===== src/rtl/cal_code_scaler_pkg.sv =====
package cal_code_scaler_pkg;

    typedef enum logic [1:0] {
        ST_IDLE,
        ST_SCALE,
        ST_EMIT,
        ST_DIVIDE
    } scaler_state_e;

    typedef enum logic {
        PH_WANT_ZERO,
        PH_WANT_FULL
    } cal_phase_e;

endpackage


===== src/rtl/recip_divider.sv =====
// Restoring long division of 2^(NUM_W-1) by a positive divisor, one quotient bit per cycle.
module recip_divider #(
    parameter int NUM_W = 33,
    parameter int DEN_W = 25,
    parameter int QUO_W = 32
) (
    input  logic             clk,
    input  logic             rst_n,
    input  logic             start,
    input  logic [DEN_W-1:0] den,
    output logic             done,
    output logic [QUO_W-1:0] quo
);
    localparam int CNT_W = $clog2(NUM_W + 1);

    logic             busy_q;
    logic [CNT_W-1:0] cnt_q;
    logic [DEN_W-1:0] den_q;
    logic [DEN_W-1:0] rem_q;
    logic [NUM_W-1:0] num_q;
    logic [NUM_W-1:0] acc_q;

    logic [DEN_W:0] trial;
    logic           fits;
    logic [DEN_W:0] rem_next;

    always_comb begin
        trial    = {rem_q, num_q[NUM_W-1]};
        fits     = trial >= {1'b0, den_q};
        rem_next = fits ? (trial - {1'b0, den_q}) : trial;
    end

    always_ff @(posedge clk) begin
        if (!rst_n) begin
            busy_q <= 1'b0;
            cnt_q  <= '0;
            den_q  <= '0;
            rem_q  <= '0;
            num_q  <= '0;
            acc_q  <= '0;
            done   <= 1'b0;
        end else begin
            done <= 1'b0;
            if (start && !busy_q) begin
                busy_q <= 1'b1;
                cnt_q  <= CNT_W'(NUM_W);
                den_q  <= den;
                rem_q  <= '0;
                num_q  <= {1'b1, {(NUM_W-1){1'b0}}};
                acc_q  <= '0;
            end else if (busy_q) begin
                rem_q <= rem_next[DEN_W-1:0];
                num_q <= num_q << 1;
                acc_q <= {acc_q[NUM_W-2:0], fits};
                cnt_q <= cnt_q - 1'b1;
                if (cnt_q == CNT_W'(1)) begin
                    busy_q <= 1'b0;
                    done   <= 1'b1;
                end
            end
        end
    end

    // Quotient wider than the gain register only for a divisor of one: clamp.
    assign quo = (|acc_q[NUM_W-1:QUO_W]) ? {QUO_W{1'b1}} : acc_q[QUO_W-1:0];

    // a finished division leaves a remainder below the divisor
    assert_rem_below_den_R3: assert property (@(posedge clk) disable iff (!rst_n)
        done |-> (rem_q < den_q));

endmodule


===== src/rtl/code_shaper.sv =====
// Rounds the scaled product, applies the bipolar bias and clamps to the code range.
module code_shaper #(
    parameter int PROD_W = 58,
    parameter int FRAC_W = 16,
    parameter int CODE_W = 16
) (
    input  logic signed [PROD_W-1:0] prod,
    input  logic                     bipolar,
    output logic [CODE_W-1:0]        code
);
    localparam int EW = PROD_W + 2;
    localparam logic signed [EW-1:0] HALF_U   = EW'(1) <<< (FRAC_W - 1);
    localparam logic signed [EW-1:0] HALF_B   = EW'(1) <<< FRAC_W;
    localparam logic signed [EW-1:0] BIAS     = EW'(1) <<< (CODE_W - 1);
    localparam logic signed [EW-1:0] CODE_MAX = (EW'(1) <<< CODE_W) - EW'(1);

    logic signed [EW-1:0] ext;
    logic signed [EW-1:0] rnd_u;
    logic signed [EW-1:0] rnd_b;
    logic signed [EW-1:0] level;

    always_comb begin
        ext   = {{2{prod[PROD_W-1]}}, prod};
        rnd_u = (ext + HALF_U) >>> FRAC_W;
        rnd_b = ((ext + HALF_B) >>> (FRAC_W + 1)) + BIAS;
        level = bipolar ? rnd_b : rnd_u;
        if (level < 0) begin
            code = '0;
        end else if (level > CODE_MAX) begin
            code = '1;
        end else begin
            code = level[CODE_W-1:0];
        end
    end

    // clamped results sit exactly on the range ends
    always_comb begin
        if (level > CODE_MAX) assert_sat_high_R6: assert (code == '1);
        if (level < 0)        assert_sat_low_R7:  assert (code == '0);
    end

endmodule


===== src/rtl/cal_code_scaler.sv =====
module cal_code_scaler
    import cal_code_scaler_pkg::*;
#(
    parameter int RAW_W  = 24,
    parameter int CODE_W = 16,
    parameter int FRAC_W = 16
) (
    input  logic              clk,
    input  logic              rst_n,
    input  logic              raw_valid,
    input  logic [RAW_W-1:0]  raw_data,
    input  logic              cal_zero,
    input  logic              cal_full,
    input  logic              bipolar_sel,
    output logic              code_valid,
    output logic [CODE_W-1:0] code_out
);
    localparam int DIFF_W = RAW_W + 1;
    localparam int GAIN_W = CODE_W + FRAC_W;
    localparam int PROD_W = DIFF_W + GAIN_W + 1;
    localparam logic [GAIN_W-1:0] UNITY = GAIN_W'(1) << FRAC_W;

    scaler_state_e state_q, state_d;
    cal_phase_e    phase_q, phase_d;

    logic        [RAW_W-1:0]  offset_q;
    logic        [GAIN_W-1:0] gain_q;
    logic signed [DIFF_W-1:0] diff_q;
    logic signed [PROD_W-1:0] prod_q;

    logic signed [DIFF_W-1:0] diff_now;
    logic signed [PROD_W-1:0] prod_now;
    logic [CODE_W-1:0]        shaped;
    logic                     accept, take_zero, take_full, span_ok;
    logic                     div_start, start_conv, div_done;
    logic [GAIN_W-1:0]        div_quo;

    always_comb begin
        diff_now   = $signed({raw_data[RAW_W-1], raw_data}) - $signed({offset_q[RAW_W-1], offset_q});
        accept     = (state_q == ST_IDLE) && raw_valid;
        take_zero  = accept && cal_zero;
        take_full  = accept && !cal_zero && cal_full && (phase_q == PH_WANT_FULL);
        span_ok    = !diff_now[DIFF_W-1] && (|diff_now);
        div_start  = take_full && span_ok;
        start_conv = accept && !cal_zero && !cal_full;
        prod_now   = PROD_W'(diff_q) * $signed({{(PROD_W-GAIN_W){1'b0}}, gain_q});
    end

    recip_divider #(
        .NUM_W(GAIN_W + 1),
        .DEN_W(DIFF_W),
        .QUO_W(GAIN_W)
    ) u_div (
        .clk  (clk),
        .rst_n(rst_n),
        .start(div_start),
        .den  (diff_now),
        .done (div_done),
        .quo  (div_quo)
    );

    code_shaper #(
        .PROD_W(PROD_W),
        .FRAC_W(FRAC_W),
        .CODE_W(CODE_W)
    ) u_shape (
        .prod   (prod_q),
        .bipolar(bipolar_sel),
        .code   (shaped)
    );

    // Next-state logic
    always_comb begin
        state_d = state_q;
        unique case (state_q)
            ST_IDLE: begin
                if (div_start)       state_d = ST_DIVIDE;
                else if (start_conv) state_d = ST_SCALE;
            end
            ST_SCALE:  state_d = ST_EMIT;
            ST_EMIT:   state_d = ST_IDLE;
            ST_DIVIDE: if (div_done) state_d = ST_IDLE;
        endcase
        phase_d = phase_q;
        if (take_zero)      phase_d = PH_WANT_FULL;
        else if (take_full) phase_d = PH_WANT_ZERO;
    end

    // State register
    always_ff @(posedge clk) begin
        if (!rst_n) begin
            state_q <= ST_IDLE;
            phase_q <= PH_WANT_ZERO;
        end else begin
            state_q <= state_d;
            phase_q <= phase_d;
        end
    end

    // Datapath and outputs
    always_ff @(posedge clk) begin
        if (!rst_n) begin
            offset_q   <= '0;
            gain_q     <= UNITY;
            diff_q     <= '0;
            prod_q     <= '0;
            code_valid <= 1'b0;
            code_out   <= '0;
        end else begin
            code_valid <= 1'b0;
            if (take_zero)                          offset_q <= raw_data;
            if (state_q == ST_DIVIDE && div_done)   gain_q   <= div_quo;
            if (start_conv)                         diff_q   <= diff_now;
            if (state_q == ST_SCALE)                prod_q   <= prod_now;
            if (state_q == ST_EMIT) begin
                code_out   <= shaped;
                code_valid <= 1'b1;
            end
        end
    end

    // one-cycle strobe
    assert_valid_single_R9: assert property (@(posedge clk) disable iff (!rst_n)
        code_valid |=> !code_valid);
    // strobe only after the publish state
    assert_valid_after_emit_R9: assert property (@(posedge clk) disable iff (!rst_n)
        code_valid |-> $past(state_q == ST_EMIT));
    // gain moves only when the divider hands over its quotient
    assert_gain_from_divider_R3: assert property (@(posedge clk) disable iff (!rst_n)
        !$stable(gain_q) |-> $past(div_done && state_q == ST_DIVIDE));
    // arming for the full capture needs a zero capture
    assert_phase_order_R2: assert property (@(posedge clk) disable iff (!rst_n)
        $rose(phase_q == PH_WANT_FULL) |-> $past(raw_valid && cal_zero));
    // a result arriving during a division never starts a conversion
    assert_ignore_when_dividing_R10: assert property (@(posedge clk) disable iff (!rst_n)
        (state_q == ST_DIVIDE && raw_valid) |=> (state_q != ST_SCALE));

endmodule


===== config.mk =====
export PLATFORM = sky130hd
export DESIGN_NAME = cal_code_scaler
export DESIGN_NICKNAME = d
export VERILOG_FILES = /design/src/rtl/cal_code_scaler_pkg.sv /design/src/rtl/recip_divider.sv /design/src/rtl/code_shaper.sv /design/src/rtl/cal_code_scaler.sv
export SDC_FILE = /design/constraint.sdc
export NUM_CORES = 2
export LEC_CHECK = 0
export BUFFER_PORTS_ARGS = -buffer_cell sky130_fd_sc_hd__buf_2
export CORE_ASPECT_RATIO = 1.5
export CORE_MARGIN = 5
export CORE_UTILIZATION = 26
export CTS_BUF_LIST = sky130_fd_sc_hd__clkbuf_16
export CTS_CLUSTER_SIZE = 8
export DETAILED_ROUTE_END_ITERATION = 8
export RECOVER_POWER = 25
export SKIP_CTS_REPAIR_TIMING = 1
export SLEW_MARGIN = 0
export SYNTH_ARGS = -nofsm -noshare
export SYNTH_HDL_FRONTEND = slang
export SYNTH_SLANG_ARGS = --single-unit

===== constraint.sdc =====
create_clock -name clk -period 7.8 [get_ports clk]
set_input_delay 0.39 -clock clk [delete_from_list [all_inputs] [get_ports clk]]
set_output_delay 0.39 -clock clk [all_outputs]
set_load 0.03 [all_outputs]

Word level (Yosys, flattened, before mapping)
Cells that the tools add are included.

word-level totals
  register bits = 251
  latch bits = 0
  bits in writable memories = 0
  memory bits (read-only) = 0
  input bits = 30
  output and inout port bits = 17
  word-level logic and storage cells = 75
  memories kept = 0

cells by class
  add/subtract/negate cells = 6
  multipliers = 1
  div/mod/pow operators = 0
  magnitude comparators = 3
  equal/unequal tests = 6
  shift-type cells = 0
  multiplexer cells = 20
  bitwise logic cells = 2
  reduce and logical (&&, ||, !) cells = 21

operators by type and width
  cell                                                         count
  two-way mux 33 bit                                           2
  > comparator 60 x 17 -> 1 bit, second input constant         1
  less-than comparator 60 x 1 -> 1 bit, second input constant  1
  two-way mux 60 bit                                           1
  adder 58 x 17 -> 59 bit, second input constant               1
  adder 58 x 18 -> 59 bit, second input constant               1
  multiplier 25 x 33 -> 58 bit                                 1
  adder 42 x 17 -> 43 bit, second input constant               1
  two-way mux 16 bit                                           2
  two-way mux 32 bit                                           1
  greater-or-equal comparator 26 x 25 -> 1 bit                 1
  two-way mux 25 bit                                           1
  OR reduction 25 bit                                          1
  subtractor 24 x 24 -> 25 bit                                 1
  subtractor 25 bit                                            1
  two-way mux 6 bit                                            2
  logical AND 1 bit                                            10
  case mux 2 bit (4 select lines)                              1
  two-way mux 1 bit                                            7
  equality test 6 x 1 -> 1 bit, second input constant          1
  two-way mux 2 bit                                            3
  subtractor 6 x 1 -> 6 bit, second input constant             1
  equality test 2 bit, second input constant                   2
  zero test 1 bit                                              4
  9 further kinds                                              11

Logic depth before layout (Yosys ltp)
  depth in word-level cells = 8
  gate-level depth with buffers = 27
  depth with buffers taken out = 26

Hierarchy
A second synthesis with hierarchy kept.

second synthesis, totals
  cells, all modules = 4916
  area, all modules = 40989.3 µm²

modules (own cells, without submodules)
  module           instances  cells each  area an instance (µm²)  seq. area each (µm²)
  cal_code_scaler  1          3816        32977.9                 3183.1
  recip_divider    1          655         5275.1                  1841.8
  code_shaper      1          445         2736.4                  0.0

Worst setup path after synthesis
Ideal clock, no wire load.

  path type = register -> register
  start = reg gain_q[11]
  end = reg prod_q[51]
  setup time = 122 ps
  data arrival time = 7202 ps
  setup slack = 476 ps
  stages on the path, launching flop included = 27
  buffers on the path = 1
  cell sequence = dfxtp_1 > clkbuf_1 > nand2_1 > fa_1 > inv_1 > fa_1 > inv_1 > fa_1 > fa_1 > fa_1 > inv_1 > fa_1 > inv_1 > fa_1 > inv_1 > ha_1 > a21o_1 > a21o_1 > a2111oi_0 > or3_1 > o31a_1 > o21ai_0 > a21oi_1 > o21ai_0 > a31oi_1 > mux2i_1 > a311o_1

on the way
  longest elaborated chain between the ends = 1

RTL lines
  what                          RTL line                RTL
  from (decl)                   cal_code_scaler.sv:27   logic [GAIN_W-1:0] gain_q;
  from (signal assigned)        cal_code_scaler.sv:112  if (state_q == ST_DIVIDE && div_done) gain_q <= div_quo;
  multiplier 25 x 33 -> 58 bit  cal_code_scaler.sv:46   prod_now = PROD_W'(diff_q) * $signed({{(PROD_W-GAIN_W){1'b0}}, gain_q});
  to (signal assigned)          cal_code_scaler.sv:114  if (state_q == ST_SCALE) prod_q <= prod_now;
  to (decl)                     cal_code_scaler.sv:29   logic signed [PROD_W-1:0] prod_q;

No other way between the ends.
A chain may end at the register's enable or synchronous reset.

Worst setup path in the final report
  start = reg gain_q[15]
  end = reg prod_q[51]

Same word-level chain as after synthesis.

==> metrics list <==
- For this run the aggregate overflow at the end of global routing stands at 0.
- Static power due to leakage: 20.2 nW
* Compound-cell area share of the yosys netlist: 9.02%
- Run status: finished, violations left
- Clock H-tree levels: 2
* Portion of synthesized cell area occupied by the leading cell type: 34.7%
- Antenna Violating Nets Remaining: 0
- The synthesized netlist devotes 21.0% of its cell area to simple gates.
- Once layout is done, the placed cells without fillers occupy 43600 µm².
- After Yosys synthesis, XOR and XNOR cells account for 2.62% of the synthesized area.
* Proportion of synthesized area in mux cells: 1.49%
- After the first detailed-routing iteration, the DRC count stood at 1510.
- Across the run, the number of max-cap violations was 3.
- Clock-pin slew was measured on the worst setup and hold paths at ~0.050 ns.
* Type of destination of the critical path: register
- Sequential element share of the synthesized area: around an eighth
- The finished layout holds 6715 standard cells, fillers aside.
- From bottom edge to top edge, the die measures a little under 500 µm.
- TritonCTS built the clock tree.
- The number of antenna violations at the first check in global routing came to 1.
- DRT Wirelength: 112000 µm
* Pin count of the biggest net entering global routing: 64
- Clock buffers created by TritonCTS: 36
- Number of flops mapped to enable cells by yosys: 0
- The tree is rooted in a clkbuf_16.
- Net count, final: 5667
* First-pass detailed-route iteration total: 6
- Synth top area cells: fa_1 (35%), dfxtp_1 (12%), ha_1 (8.7%)
- Setup violations remaining at the end of the flow were counted as 0.
* Share of flip-flops with an asynchronous set or reset after synthesis: 0%
* Crit start category: register
- Summing every instance area after synthesis gives 39700 µm².
- Among all flip-flop cells after synthesis, the most frequent one is dfxtp_1.
- Count of endpoints failing hold in the final timing report: 0
- Combinational family with the most area after synthesis: adder cells
- Initial cell density of the core: a little over a quarter
* Number of warnings printed during yosys synthesis: 0
* Required time at the endpoint of the critical path: 8.24 ns
* Peak ir drop on the vdd network: 162 µV
- Share of layout cells above drive strength 1: 5.43%
- Failing checks: capacitance limit, slew limit
- Number of remaining DRC errors: 0
* Die width: 329 µm
* Share of the cycle needed by the critical path after routing: around 96%
* Clock Tree Buf Depth: 3
- In this run the tightest slew margin relative to its limit is -42.4%.
- For the final database, setup skew stands at 0.0248 ns.
- Leading cell type in the layout, fill and taps excluded: inv_1
* I/O Pins: 47
* Layout area overhead: 9.85%
- Total routing usage reported by global routing: 13.9%
* Class of the most critical setup path: reg2reg
- Synthesis produced a netlist with a net count of about 5700.
* Cell with the largest stage delay on the worst path: fa_1
* Unrepaired setup endpoints after global routing: no
- Worst-path maximum fanout: 19
* Final core occ: 28.8%
* Post-route setup TNS: 0 ns
- Inst Count DP: between 6000 and 7000
- The number of pins exceeding their max-slew limit in the final report came to 126.
* Commonest non-fill, non-tap cells in the layout: inv_1 (841), fa_1 (687), nand2_1 (640)
* Area share of fa/ha/maj cells after synthesis: 43.4%
* Number of clock sinks: ~240
- Netlist cell types: 79
- Crit path arrival time: ~7.9 ns
- The tightest hold path in the finished design has a slack of 0.0693 ns.
- After detailed routing, the average wire length per cell comes to 16.6 µm.
* Core area: 152000 µm²
- Maximum operating frequency: 0.134 GHz
* HPWL reported at the end of detailed placement: 92300 µm
* Total placed instance area: roughly 43000 µm²
* Global-route wire length before repair: 180000 µm
- Input and output buffers added on the ports amount to 46.
- Vias in the first global route: 33578
- Worst path most repeated cell: fa_1
- Die Area: ~160000 µm²
- Number of vias in the routed layout: 31684
- Routability-driven placement finished with a final weighted congestion of 0.902.
- The worst path in the final design needs a cycle of 7.45 ns, including I/O delays and setup.
- Synthesis inferred 236 register bits.
* Rows: 175
- Leading area contributor after synthesis: fa_1
- Routed vias/inst: 4.72
- Peak per-stage delay on the critical path: roughly 0.57 ns
- For this design the ratio of total power to cell area is 78.6 nW/µm².
- Slew at the pin closest to its max-slew limit: between 2 and 2.5 ns
* Gate Count Post-Synth: 4728
- Synthesized area divided by synthesized cell count: 8.40 µm²
- The min-delay analysis places its worst path in the category in2reg.
* Worst skew pair latency: ~0.57 ns
[through the flow]
step           setup WS (ns)  power (mW)
3_3_place_gp           0.215        1.99
4_1_cts               0.0631        3.49
5_1_grt              0.00718        3.61
6_report               0.350        3.43
2_1_floorplan          0.476        1.77
3_5_place_dp          0.0808        2.00
[cell type report]
type	instances	area [µm²]
diodes	1	2.50
clock buffers	36	901
clock inverters	9	95.1
fillers	16147	108000
inverters	839	3150
multi-input cells	3377	30800
flip-flops and latches	236	4740
well taps	2035	2550
repair buffers	182	1380
[Yosys cell counts, types with 51 or more instances]
| cell | count |
|---|---|
| nand2_1 | 640 |
| inv_1 | 839 |
| fa_1 | 688 |
| nor2_1 | 188 |
| o21ai_0 | 87 |
| a21oi_1 | 197 |
| dfxtp_1 | 236 |
| mux2i_1 | 59 |
| ha_1 | 277 |
| clkbuf_1 | 241 |
| nand3_1 | 70 |
| nor3_1 | 118 |
| and2_1 | 422 |
| nand4_1 | 51 |
| xnor2_1 | 73 |
[registers in the layout, summed over array words and instances (netlist names)]
register	count
code_out	16
gain_q	32
phase_q	1
u_div.rem_q	25
u_div.acc_q	33
u_div.done	1
u_div.cnt_q	6
code_valid	1
state_q	2
prod_q	43
offset_q	24
diff_q	25
u_div.den_q	25
u_div.num_q	1
u_div.busy_q	1
[path summary, 6_finish.rpt]
kind / start / to / slack, ns / cells after the start
max: gain_q[15] / prod_q[51] / 0.35 / 26
min: raw_data[11] / offset_q[11] / 0.07 / 3
max reg2reg: gain_q[15] / prod_q[51] / 0.35 / 26
min reg2reg: offset_q[11] / offset_q[11] / 0.45 / 2
[metal layers]
metal / track usage (%) / share of wire [%] / vias up
met1: 15.1 / 37 / 15937
li1: - / - / 14675
met3: 1.34 / 3.5 / 319
met2: 26.3 / 53 / 753
met4: 7.83 / 6.7 / 0
met5: 0 / 0 / -
[logic make-up after synthesis]
logic type	count (synthesis)
adders and majority gates	965
and+or+nand+nor	1679
AOI/OAI and AO/OA	555
muxes	59
DFF	236
buffers and inverters	1115
xor gates and xnor gates	119
[worst max-delay path: cells and delay by family, from the launching register on]
family                     cells  cell delay (ns)
adders and majority gates      8             3.93
AOI/OAI and AO/OA              8             1.68
muxes                          1             0.11
and+or+nand+nor                3             0.50
DFF                            1             0.39
buffers and inverters          6             0.71
[where the power goes]
| part | leakage [nW] | internal (mW) | switching (mW) |
|---|---|---|---|
| Clock | 0.500 | 0.856 | 0.596 |
| Combinational | 17.8 | 0.260 | 0.455 |
| Sequential | 1.91 | 1.23 | 0.0330 |
Note: power is estimated with default switching activity, not from simulation.
